`config.mk`:
```
export PLATFORM = sky130hd
export DESIGN_NAME = nbus_read_host
export DESIGN_NICKNAME = d
export VERILOG_FILES = /design/src/rtl/nbus_pkg.sv /design/src/rtl/nbus_addr_serial.sv /design/src/rtl/nbus_sync_mon.sv /design/src/rtl/nbus_rx_cap.sv /design/src/rtl/nbus_read_host.sv
export SDC_FILE = /design/constraint.sdc
export NUM_CORES = 1
export LEC_CHECK = 0
export ABC_AREA = 0
export ABC_CLOCK_PERIOD_IN_PS = 1800
export BUFFER_PORTS_ARGS = -buffer_cell sky130_fd_sc_hd__buf_2
export CAP_MARGIN = 20
export CELL_PAD_IN_SITES_DETAIL_PLACEMENT = 0
export CELL_PAD_IN_SITES_GLOBAL_PLACEMENT = 1
export CORE_MARGIN = 2
export CORE_UTILIZATION = 39
export CTS_BUF_LIST = sky130_fd_sc_hd__clkbuf_4 sky130_fd_sc_hd__clkbuf_8
export CTS_CLUSTER_SIZE = 20
export DETAILED_ROUTE_END_ITERATION = 7
export PLACE_DENSITY = 0.84
export SKIP_LAST_GASP = 1
export SYNTH_ARGS = -nofsm -noshare
export SYNTH_HDL_FRONTEND = slang
export SYNTH_HIERARCHICAL = 1
export SYNTH_SLANG_ARGS = --single-unit
export TNS_END_PERCENT = 50
```
`constraint.sdc`:
```
create_clock -name clk -period 1.8 [get_ports clk]
set_input_delay 0 -clock clk [delete_from_list [all_inputs] [get_ports clk]]
set_output_delay 0 -clock clk [all_outputs]
set_load 0.03 [all_outputs]
```
`src/rtl/nbus_pkg.sv`:
```
package nbus_pkg;

   localparam int NIB_W = 4;

   typedef logic [NIB_W-1:0] nib_t;

   localparam nib_t CODE_MEM_RD = 4'b1101;
   localparam nib_t CODE_ONE_B  = 4'b0000;
   localparam nib_t CODE_ONES   = 4'b1111;
   localparam nib_t SYNC_WAIT   = 4'b0101;
   localparam nib_t SYNC_READY  = 4'b0000;

   typedef enum logic [3:0] {
      PH_IDLE,
      PH_START,
      PH_ID,
      PH_ADDR,
      PH_SIZE,
      PH_HTAR_ONES,
      PH_HTAR_FLOAT,
      PH_SYNC,
      PH_DATA_LO,
      PH_DATA_HI,
      PH_TTAR_ONES,
      PH_TTAR_FLOAT
   } phase_t;

   typedef enum logic [1:0] {
      SK_WAIT,
      SK_READY,
      SK_OTHER
   } sync_kind_t;

endpackage

```
`src/rtl/nbus_addr_serial.sv`:
```
module nbus_addr_serial #(
   parameter int ADDR_W = 28,
   parameter int NIB_W  = 4,
   parameter int NIBS   = ADDR_W / NIB_W,
   parameter int IDX_W  = 3
) (
   input  logic [ADDR_W-1:0] addr,
   input  logic [IDX_W-1:0]  idx,
   output logic [NIB_W-1:0]  nib
);

   logic [NIB_W-1:0] lane [NIBS];

   for (genvar g = 0; g < NIBS; g++) begin : g_lane
      assign lane[g] = addr[ADDR_W-1-g*NIB_W -: NIB_W];
   end

   always_comb begin
      nib = '0;
      for (int k = 0; k < NIBS; k++) begin
         if (idx == IDX_W'(k)) nib = lane[k];
      end
   end

endmodule

```
`src/rtl/nbus_sync_mon.sv`:
```
module nbus_sync_mon
   import nbus_pkg::*;
#(
   parameter int WAIT_LIMIT = 32,
   parameter int CW         = $clog2(WAIT_LIMIT + 1)
) (
   input  logic       clk,
   input  logic       rst_n,
   input  logic       active,
   input  nib_t       bus_in,
   output sync_kind_t kind,
   output logic       limit_hit
);

   always_comb begin
      unique case (bus_in)
         SYNC_WAIT:  kind = SK_WAIT;
         SYNC_READY: kind = SK_READY;
         default:    kind = SK_OTHER;
      endcase
   end

   if (WAIT_LIMIT == 1) begin : g_no_count
      assign limit_hit = active && (kind == SK_WAIT);
   end else begin : g_count
      logic [CW-1:0] waits_q;

      always_ff @(posedge clk or negedge rst_n) begin
         if (!rst_n)
            waits_q <= '0;
         else if (!active)
            waits_q <= '0;
         else if (kind == SK_WAIT)
            waits_q <= waits_q + 1'b1;
      end

      assign limit_hit = active && (kind == SK_WAIT) &&
                         (waits_q == CW'(WAIT_LIMIT - 1));
   end

endmodule

```
`src/rtl/nbus_rx_cap.sv`:
```
module nbus_rx_cap #(
   parameter int NIB_W = 4
) (
   input  logic               clk,
   input  logic               rst_n,
   input  logic               cap_lo,
   input  logic               cap_hi,
   input  logic [NIB_W-1:0]   bus_in,
   output logic [2*NIB_W-1:0] data
);

   logic [NIB_W-1:0] lo_q, hi_q;

   always_ff @(posedge clk or negedge rst_n) begin
      if (!rst_n) begin
         lo_q <= '0;
         hi_q <= '0;
      end else begin
         if (cap_lo) lo_q <= bus_in;
         if (cap_hi) hi_q <= bus_in;
      end
   end

   assign data = {hi_q, lo_q};

endmodule

```
`src/rtl/nbus_read_host.sv`:
```
module nbus_read_host
   import nbus_pkg::*;
#(
   parameter int ADDR_W     = 28,
   parameter int ID_W       = 4,
   parameter int WAIT_LIMIT = 32
) (
   input  logic              clk,
   input  logic              rst_n,
   input  logic              req_valid,
   output logic              req_ready,
   input  logic [ADDR_W-1:0] req_addr,
   input  logic [ID_W-1:0]   req_id,
   output logic              rsp_valid,
   output logic [7:0]        rsp_data,
   output logic              rsp_err,
   output logic              rsp_tmo,
   output logic              bus_frame_n,
   output logic              bus_oe,
   output logic [3:0]        bus_out,
   input  logic [3:0]        bus_in
);

   localparam int NIBS  = ADDR_W / NIB_W;
   localparam int IDX_W = (NIBS > 1) ? $clog2(NIBS) : 1;
   localparam logic [IDX_W-1:0] IDX_LAST = IDX_W'(NIBS - 1);

   if (ID_W != NIB_W) begin : g_bad_id
      $error("nbus_read_host: ID_W must equal the nibble width");
   end
   if (ADDR_W % NIB_W != 0 || NIBS < 1) begin : g_bad_addr
      $error("nbus_read_host: ADDR_W must be a positive multiple of the nibble width");
   end
   if (WAIT_LIMIT < 1) begin : g_bad_limit
      $error("nbus_read_host: WAIT_LIMIT must be at least 1");
   end

   phase_t            ph_q, ph_d;
   logic [ADDR_W-1:0] addr_q;
   nib_t              id_q;
   logic [IDX_W-1:0]  idx_q;
   logic              err_pend_q, tmo_pend_q;
   logic              rsp_valid_q, rsp_err_q, rsp_tmo_q;
   nib_t              addr_nib;
   sync_kind_t        sync_kind;
   logic              wait_limit_hit;
   logic              accept;

   assign accept = req_valid && (ph_q == PH_IDLE);

   nbus_addr_serial #(
      .ADDR_W (ADDR_W),
      .NIB_W  (NIB_W),
      .NIBS   (NIBS),
      .IDX_W  (IDX_W)
   ) u_addr (
      .addr (addr_q),
      .idx  (idx_q),
      .nib  (addr_nib)
   );

   nbus_sync_mon #(
      .WAIT_LIMIT (WAIT_LIMIT)
   ) u_sync (
      .clk       (clk),
      .rst_n     (rst_n),
      .active    (ph_q == PH_SYNC),
      .bus_in    (bus_in),
      .kind      (sync_kind),
      .limit_hit (wait_limit_hit)
   );

   nbus_rx_cap #(
      .NIB_W (NIB_W)
   ) u_cap (
      .clk    (clk),
      .rst_n  (rst_n),
      .cap_lo (ph_q == PH_DATA_LO),
      .cap_hi (ph_q == PH_DATA_HI),
      .bus_in (bus_in),
      .data   (rsp_data)
   );

   always_comb begin
      ph_d = ph_q;
      unique case (ph_q)
         PH_IDLE:       if (accept) ph_d = PH_START;
         PH_START:      ph_d = PH_ID;
         PH_ID:         ph_d = PH_ADDR;
         PH_ADDR:       if (idx_q == IDX_LAST) ph_d = PH_SIZE;
         PH_SIZE:       ph_d = PH_HTAR_ONES;
         PH_HTAR_ONES:  ph_d = PH_HTAR_FLOAT;
         PH_HTAR_FLOAT: ph_d = PH_SYNC;
         PH_SYNC: begin
            if (sync_kind == SK_READY)      ph_d = PH_DATA_LO;
            else if (sync_kind == SK_OTHER) ph_d = PH_TTAR_ONES;
            else if (wait_limit_hit)        ph_d = PH_TTAR_ONES;
         end
         PH_DATA_LO:    ph_d = PH_DATA_HI;
         PH_DATA_HI:    ph_d = PH_TTAR_ONES;
         PH_TTAR_ONES:  ph_d = PH_TTAR_FLOAT;
         PH_TTAR_FLOAT: ph_d = PH_IDLE;
         default:       ph_d = PH_IDLE;
      endcase
   end

   always_ff @(posedge clk or negedge rst_n) begin
      if (!rst_n) begin
         ph_q       <= PH_IDLE;
         addr_q     <= '0;
         id_q       <= '0;
         idx_q      <= '0;
         err_pend_q <= 1'b0;
         tmo_pend_q <= 1'b0;
      end else begin
         ph_q <= ph_d;
         if (accept) begin
            addr_q     <= req_addr;
            id_q       <= nib_t'(req_id);
            err_pend_q <= 1'b0;
            tmo_pend_q <= 1'b0;
         end
         if (ph_q == PH_START)
            idx_q <= '0;
         else if (ph_q == PH_ADDR)
            idx_q <= idx_q + 1'b1;
         if (ph_q == PH_SYNC) begin
            if (sync_kind == SK_OTHER) err_pend_q <= 1'b1;
            if (wait_limit_hit)        tmo_pend_q <= 1'b1;
         end
      end
   end

   always_ff @(posedge clk or negedge rst_n) begin
      if (!rst_n) begin
         rsp_valid_q <= 1'b0;
         rsp_err_q   <= 1'b0;
         rsp_tmo_q   <= 1'b0;
      end else begin
         rsp_valid_q <= (ph_q == PH_TTAR_FLOAT);
         rsp_err_q   <= (ph_q == PH_TTAR_FLOAT) && err_pend_q;
         rsp_tmo_q   <= (ph_q == PH_TTAR_FLOAT) && tmo_pend_q;
      end
   end

   always_comb begin
      bus_out = CODE_ONES;
      unique case (ph_q)
         PH_START: bus_out = CODE_MEM_RD;
         PH_ID:    bus_out = id_q;
         PH_ADDR:  bus_out = addr_nib;
         PH_SIZE:  bus_out = CODE_ONE_B;
         default:  bus_out = CODE_ONES;
      endcase
   end

   assign bus_oe      = (ph_q == PH_IDLE)  || (ph_q == PH_START) ||
                        (ph_q == PH_ID)    || (ph_q == PH_ADDR)  ||
                        (ph_q == PH_SIZE)  || (ph_q == PH_HTAR_ONES);
   assign bus_frame_n = (ph_q != PH_START);
   assign req_ready   = (ph_q == PH_IDLE);
   assign rsp_valid   = rsp_valid_q;
   assign rsp_err     = rsp_err_q;
   assign rsp_tmo     = rsp_tmo_q;

endmodule

```
* Word level (Yosys, flattened, before mapping) *
Index checks and enable logic that the tools add are counted.

operators by class
  add/sub/neg operators = 2
  multipliers = 0
  div/mod/pow operators = 0
  $lt $le $gt $ge = 0
  eq/ne operators = 26
  shift-type cells = 0
  mux-type cells = 25
  bitwise gates (word level) = 0
  reductions and logical operators = 16

operators by type and width
  cell                                            number
  2-to-1 mux 4 bit                                12
  one-hot mux 4 bit (11 select lines)             1
  == test 4 x 3 -> 1 bit (second input constant)  5
  == test 4 bit (second input constant)           4
  one-hot mux 4 bit (4 select lines)              1
  2-to-1 mux 6 bit                                2
  == test 3 bit (second input constant)           3
  == test 4 x 2 -> 1 bit (second input constant)  2
  zero test 4 bit                                 2
  adder 6 x 1 -> 6 bit (second input constant)    1
  == test 3 x 2 -> 1 bit (second input constant)  2
  == test 6 x 5 -> 1 bit (second input constant)  1
  2-to-1 mux 1 bit                                6
  2-to-1 mux 3 bit                                2
  logical AND 1 bit                               5
  logical OR 1 bit                                5
  == test 4 x 1 -> 1 bit (second input constant)  1
  != test 2 bit (second input constant)           2
  != test 4 x 1 -> 1 bit (second input constant)  1
  != test 4 bit (second input constant)           1
  one-hot mux 2 bit (2 select lines)              1
  adder 3 x 1 -> 3 bit (second input constant)    1
  == test 3 x 1 -> 1 bit (second input constant)  1
  zero test 3 bit                                 1
  6 further kinds                                 6

word-level totals
  register bits = 58
  bits in latches = 0
  memory bits (writable) = 0
  bits in read-only memories = 0
  bits of input ports = 39
  output and inout port bits = 18
  logic and storage cells = 81
  memories kept = 0

* Longest topological paths before layout *
  word-level depth = 9
  gate-level depth with buffers = 6

* Hierarchy *
Netlist, hierarchy kept.

modules (own cells, without submodules)
  module            instances  cells an instance  area an instance (µm²)  sequential area each (µm²)
  nbus_read_host    1          148                2064.5                  1101.1
  nbus_sync_mon     1          37                 331.6                   150.1
  nbus_rx_cap       1          16                 290.3                   200.2
  nbus_addr_serial  1          31                 280.3                   0.0

* Worst setup path before layout *
Ideal clock, no wire load.

  path type = flip-flop to flip-flop
  start point = reg ph_q[3]
  end point = reg ph_q[0]
  setup time = 0.126 ns
  arrival = 1.653 ns
  path slack = 0.021 ns
  cell stages (with the launch flop) = 7
  buffers on the path = 1
  clock period less this slack = 1.779 ns
  cells stage by stage = dfrtp_1 > and4b_1 > clkbuf_1 > nand2b_1 > nor4_1 > nor4b_1 > o32a_1

on the way
  word-level cells in the longest chain between the ends = 5

RTL lines
  item                             line                   source
  start: declaration               nbus_read_host.sv:38   phase_t ph_q, ph_d;
  start signal: assignment         nbus_read_host.sv:116  ph_q <= ph_d;
  == test 4 x 3 -> 1 bit           nbus_read_host.sv:67   .active (ph_q == PH_SYNC),
  logical AND 1 bit (2 in series)  nbus_sync_mon.sv:37    assign limit_hit = active && (kind == SK_WAIT) &&
  named net wait_limit_hit         nbus_read_host.sv:46   logic wait_limit_hit;
  != test 4 bit (no line)          n/a
  AND reduction 3 bit (no line)    n/a

The timed path passes the listed nets, and every way through them passes these cells.
A chain may end at the register's enable or synchronous reset.

* Final worst setup path *
  start point = reg idx_q[1]
  end point = out bus_out[2]

on the way
  word-level cells in the longest chain between the ends = 9

RTL lines
  item                                    line                    source
  start: declaration                      nbus_read_host.sv:41    logic [IDX_W-1:0] idx_q;
  start signal: assignment                nbus_read_host.sv:126   idx_q <= idx_q + 1'b1;
  zero test 3 bit                         nbus_addr_serial.sv:21  if (idx == IDX_W'(k)) nib = lane[k];
  2-to-1 mux 4 bit (6 in series)          nbus_addr_serial.sv:21
  2-to-1 mux 4 bit (*)                    nbus_addr_serial.sv:21
  named net addr_nib[2]                   nbus_read_host.sv:44    nib_t addr_nib;
  one-hot mux 4 bit (4 select lines) (*)  nbus_read_host.sv:148   unique case (ph_q)
  end: declaration                        nbus_read_host.sv:20    output logic [3:0] bus_out,

The timed path passes the listed nets; every way through them passes the cells marked *.

==> metrics.md <==
| Metric | Value |
|---|---|
| Library cells used by synthesis | `50` |
| Mapped Area | `0.00297 mm^2` |
| Max_slew headroom | `55.1%` |
| Dpl ws | `0.0462 ns` |
| Total CTS buffers | `9` |
| PortBufs | `56` |
| Via density | `5.03` |
| Area contributors post-synth | `dfrtp_1 49%, mux2_4 15%, mux2_2 5.3%` |
| Via count | `2259` |
| Switch share | `37.7%` |
| Die Span X | `91.2 um` |
| Final count of negative-setup-slack endpoints | `5` |
| Die H | `91.2 um` |
| Top-Level Pins | `57` |
| Cells after Synth | `232` |
| Area growth syn-to-layout | `37.5%` |
| Starting Density | `40.7%` |
| DP Area | `0.00346 mm^2` |
| # rows | `31` |
| Clk_skew | `0.00890 ns` |
| Final Cycle Share | `109%` |
| Post-synth top flop | `dfrtp_1` |
| Simple-Gate Fraction of Synth Area | `12.4%` |
| Leak | `1.94 nW` |
| Core area | `0.00729 mm^2` |
| Post-synthesis register bit count | `58` |
| Number of max-cap violations | `0` |
| Share of post-route cells with drive strength above 1 | `43.1%` |
| CP Data Arrival Time | `1.96 ns` |
| First-pass GRT wire length | `11000 um` |
| Largest family of logic cells by synthesized area | `multiplexers` |
| CP Launch Type | `register` |
| Antenna violations before repair | `0` |
| CTS tree | `yes` |
| DR pass1 iterations | `4` |
| Unrepaired setup endpoints after global routing | `true` |
| EDFF count, synth | `0` |
| Antenna Cells | `0` |
| Pwr Density | `1680 mW/mm^2` |
| Later-pin clock latency in the skew report | `0.34 ns` |
| Sequential area share after synthesis | `48.9%` |
| Synth top area share | `48.9%` |
| Tightest Hold Check Type | `input port to async pin` |
| Remaining antenna violation count after routing | `0` |
| Fill cell count | `632` |
| Fmax | `510 MHz` |
| Final wirelength | `6670 um` |
| Final Worst Setup Slack | `-0.162 ns` |
| Largest net degree at the start of global routing | `33` |
| Worst-margin pin slew | `0.673 ns` |
| GRT overflow | `0` |
| Vias in the first global route | `2241` |
| Mapped Nets | `274` |
| Wire per inst | `14.9 um` |
| XOR/XNOR Fraction of Synth Area | `0.295%` |
| Synth Area in Adders | `1.27%` |
| Clk pwr share | `17.2%` |
| Die area | `0.00832 mm^2` |
| Nets@finish | `387` |
| Gate power share | `50.7%` |
| CP Max Fanout | `8` |
| Mux contribution to synthesized area | `23.9%` |
| VDD IR max | `1.01 mV` |
| Area leader, netlist | `dfrtp_1` |
| Required @ worst endpoint | `1.80 ns` |
| Outcome | `complete, but fails checks` |
| CTS root buf | `clkbuf_8` |
| Slew Viols, Final | `0` |
| CP endpoint kind | `primary output` |
| Post-Layout Inst Area | `0.00408 mm^2` |
| Clk slew on worst S/H paths | `0.07 ns` |
| Setup CP Type | `register to primary output` |
| Hpwl dp | `4270 um` |
| H-tree depth | `3` |
| Syn. warnings | `6` |
| Clock buffer depth | `2` |
| Initial DRC count | `72` |
| Pint | `4.28 mW` |
| DRC Markers | `0` |
| Core Util, Final | `55.9%` |
| Async SR Flop Fraction | `100%` |
| Tot GR Track Use | `16.8%` |
| Fin crit period | `1.96 ns` |
| GP Congestion | `0.780` |
| R2r setup slk | `0.04 ns` |
| Sequential power share | `32.1%` |
| Average size of a mapped cell | `12.8 um^2` |
| CTS sink count | `58` |
| Failing checks | `setup timing` |
| P_sw | `2.58 mW` |
| Most frequent cells in the layout | `56 x dfrtp_1, 52 x buf_2, 38 x dlygate4sd3_1` |
| Commonest non-fill, non-tap cell in the layout | `dfrtp_1` |
| Compound-gate portion of the synthesized area | `9.53%` |
| Final number of hold-violating endpoints | `0` |
==> synthesized netlist by cell type (2+ instances only) <==
library cell   n
mux2i_1        3
buf_2          2
a22o_1         4
and3_1         2
nor4_1         2
nor3_1         6
nand2_1       11
nor2_1         7
o21ai_0        8
nand3_1        2
a22oi_1        3
a21oi_1       12
ha_1           3
mux4_1         2
or3_1          4
inv_1          7
mux2_2        14
a32oi_1        2
or3b_2         3
clkbuf_1       3
mux2_4        29
o21bai_1       4
nand2b_1       6
buf_6          4
mux2_1         3
dfrtp_1       58
nor2b_1        5
==> state kept, by name (all words and copies together) (netlist names) <==
name	flops
u_sync/g_count.waits_q	6
addr_q	28
rsp_tmo	1
tmo_pend_q	1
rsp_err	1
ph_q	4
id_q	4
u_cap/lo_q	4
rsp_valid	1
u_cap/hi_q	4
err_pend_q	1
idx_q	3
==> power groups by stage <==
stage	combinational, mW	sequential (mW)	clock, mW
2_1_floorplan	2.21	2.30	0
3_3_place_gp	3.15	2.20	0
3_5_place_dp	3.20	2.20	0
4_1_cts	3.33	2.18	1.22
5_1_grt	3.75	2.28	1.28
6_report	3.48	2.20	1.18
==> layer usage <==
metal	routed length [um]	vias to the layer above	track usage, %
met2	3270	54	25.2
met1	3020	1113	23.3
met3	238	10	2.99
li1	-	1082	-
met4	141	0	8.46
met5	0	-	0
==> critical path, stage by stage, from the launching register on <==
cell and delay, ns:
dfrtp_2 0.48, buf_4 0.17, nor2b_4 0.17, a22oi_2 0.11
a32oi_1 0.21, nor3_1 0.08, o21bai_1 0.20, buf_4 0.20
==> through the flow <==
step,std cells,TNS (ns),hold WS [ns],power (mW)
2_1_floorplan,232,0,-0.296,4.51
3_3_place_gp,393,0,0.0662,5.35
3_5_place_dp,393,0,0.0755,5.40
4_1_cts,449,-0.693,0.240,6.73
5_1_grt,449,-1.49,0.301,7.31
6_report,449,-0.472,0.235,6.86
==> worst paths after layout <==
path	from	endpoint	cells past startpoint
max in group asynchronous	rst_n	idx_q[1]	3
hold reg to reg	tmo_pend_q	tmo_pend_q	1
min in group clk	req_addr[24]	addr_q[24]	3
setup reg to reg	ph_q[3]	ph_q[0]	5
hold / removal	rst_n	u_cap/lo_q[2]	2
setup / recovery	idx_q[1]	bus_out[2]	7
==> kinds of logic after synthesis <==
group / after synthesis
and+or+nand+nor: 59
DFF: 58
muxes: 51
AOI/OAI and AO/OA: 41
buffers and inverters: 19
adders and majority gates: 3
xor gates and xnor gates: 1
==> layout make-up <==
type                            count  area [um^2]  share of cell area [%]
Clock buffer                        9          124                    3.04
Clock inverter                      7         68.8                    1.69
Inverter                            7         30.0                   0.736
Multi-Input combinational cell    155         1410                    34.6
Sequential cell                    58         1450                    35.6
Tap cell                           99          124                    3.04
Timing Repair Buffer              114          866                    21.2
==> repair_timing <==
item,in CTS,in global routing
resized for setup,3,15
hold buffers,38,0
endpoints found under the hold margin,69,0
setup endpoints to repair,5,8
buffers inserted,2,0
pin swaps,2,6
Power figures use the tool's default switching activity.
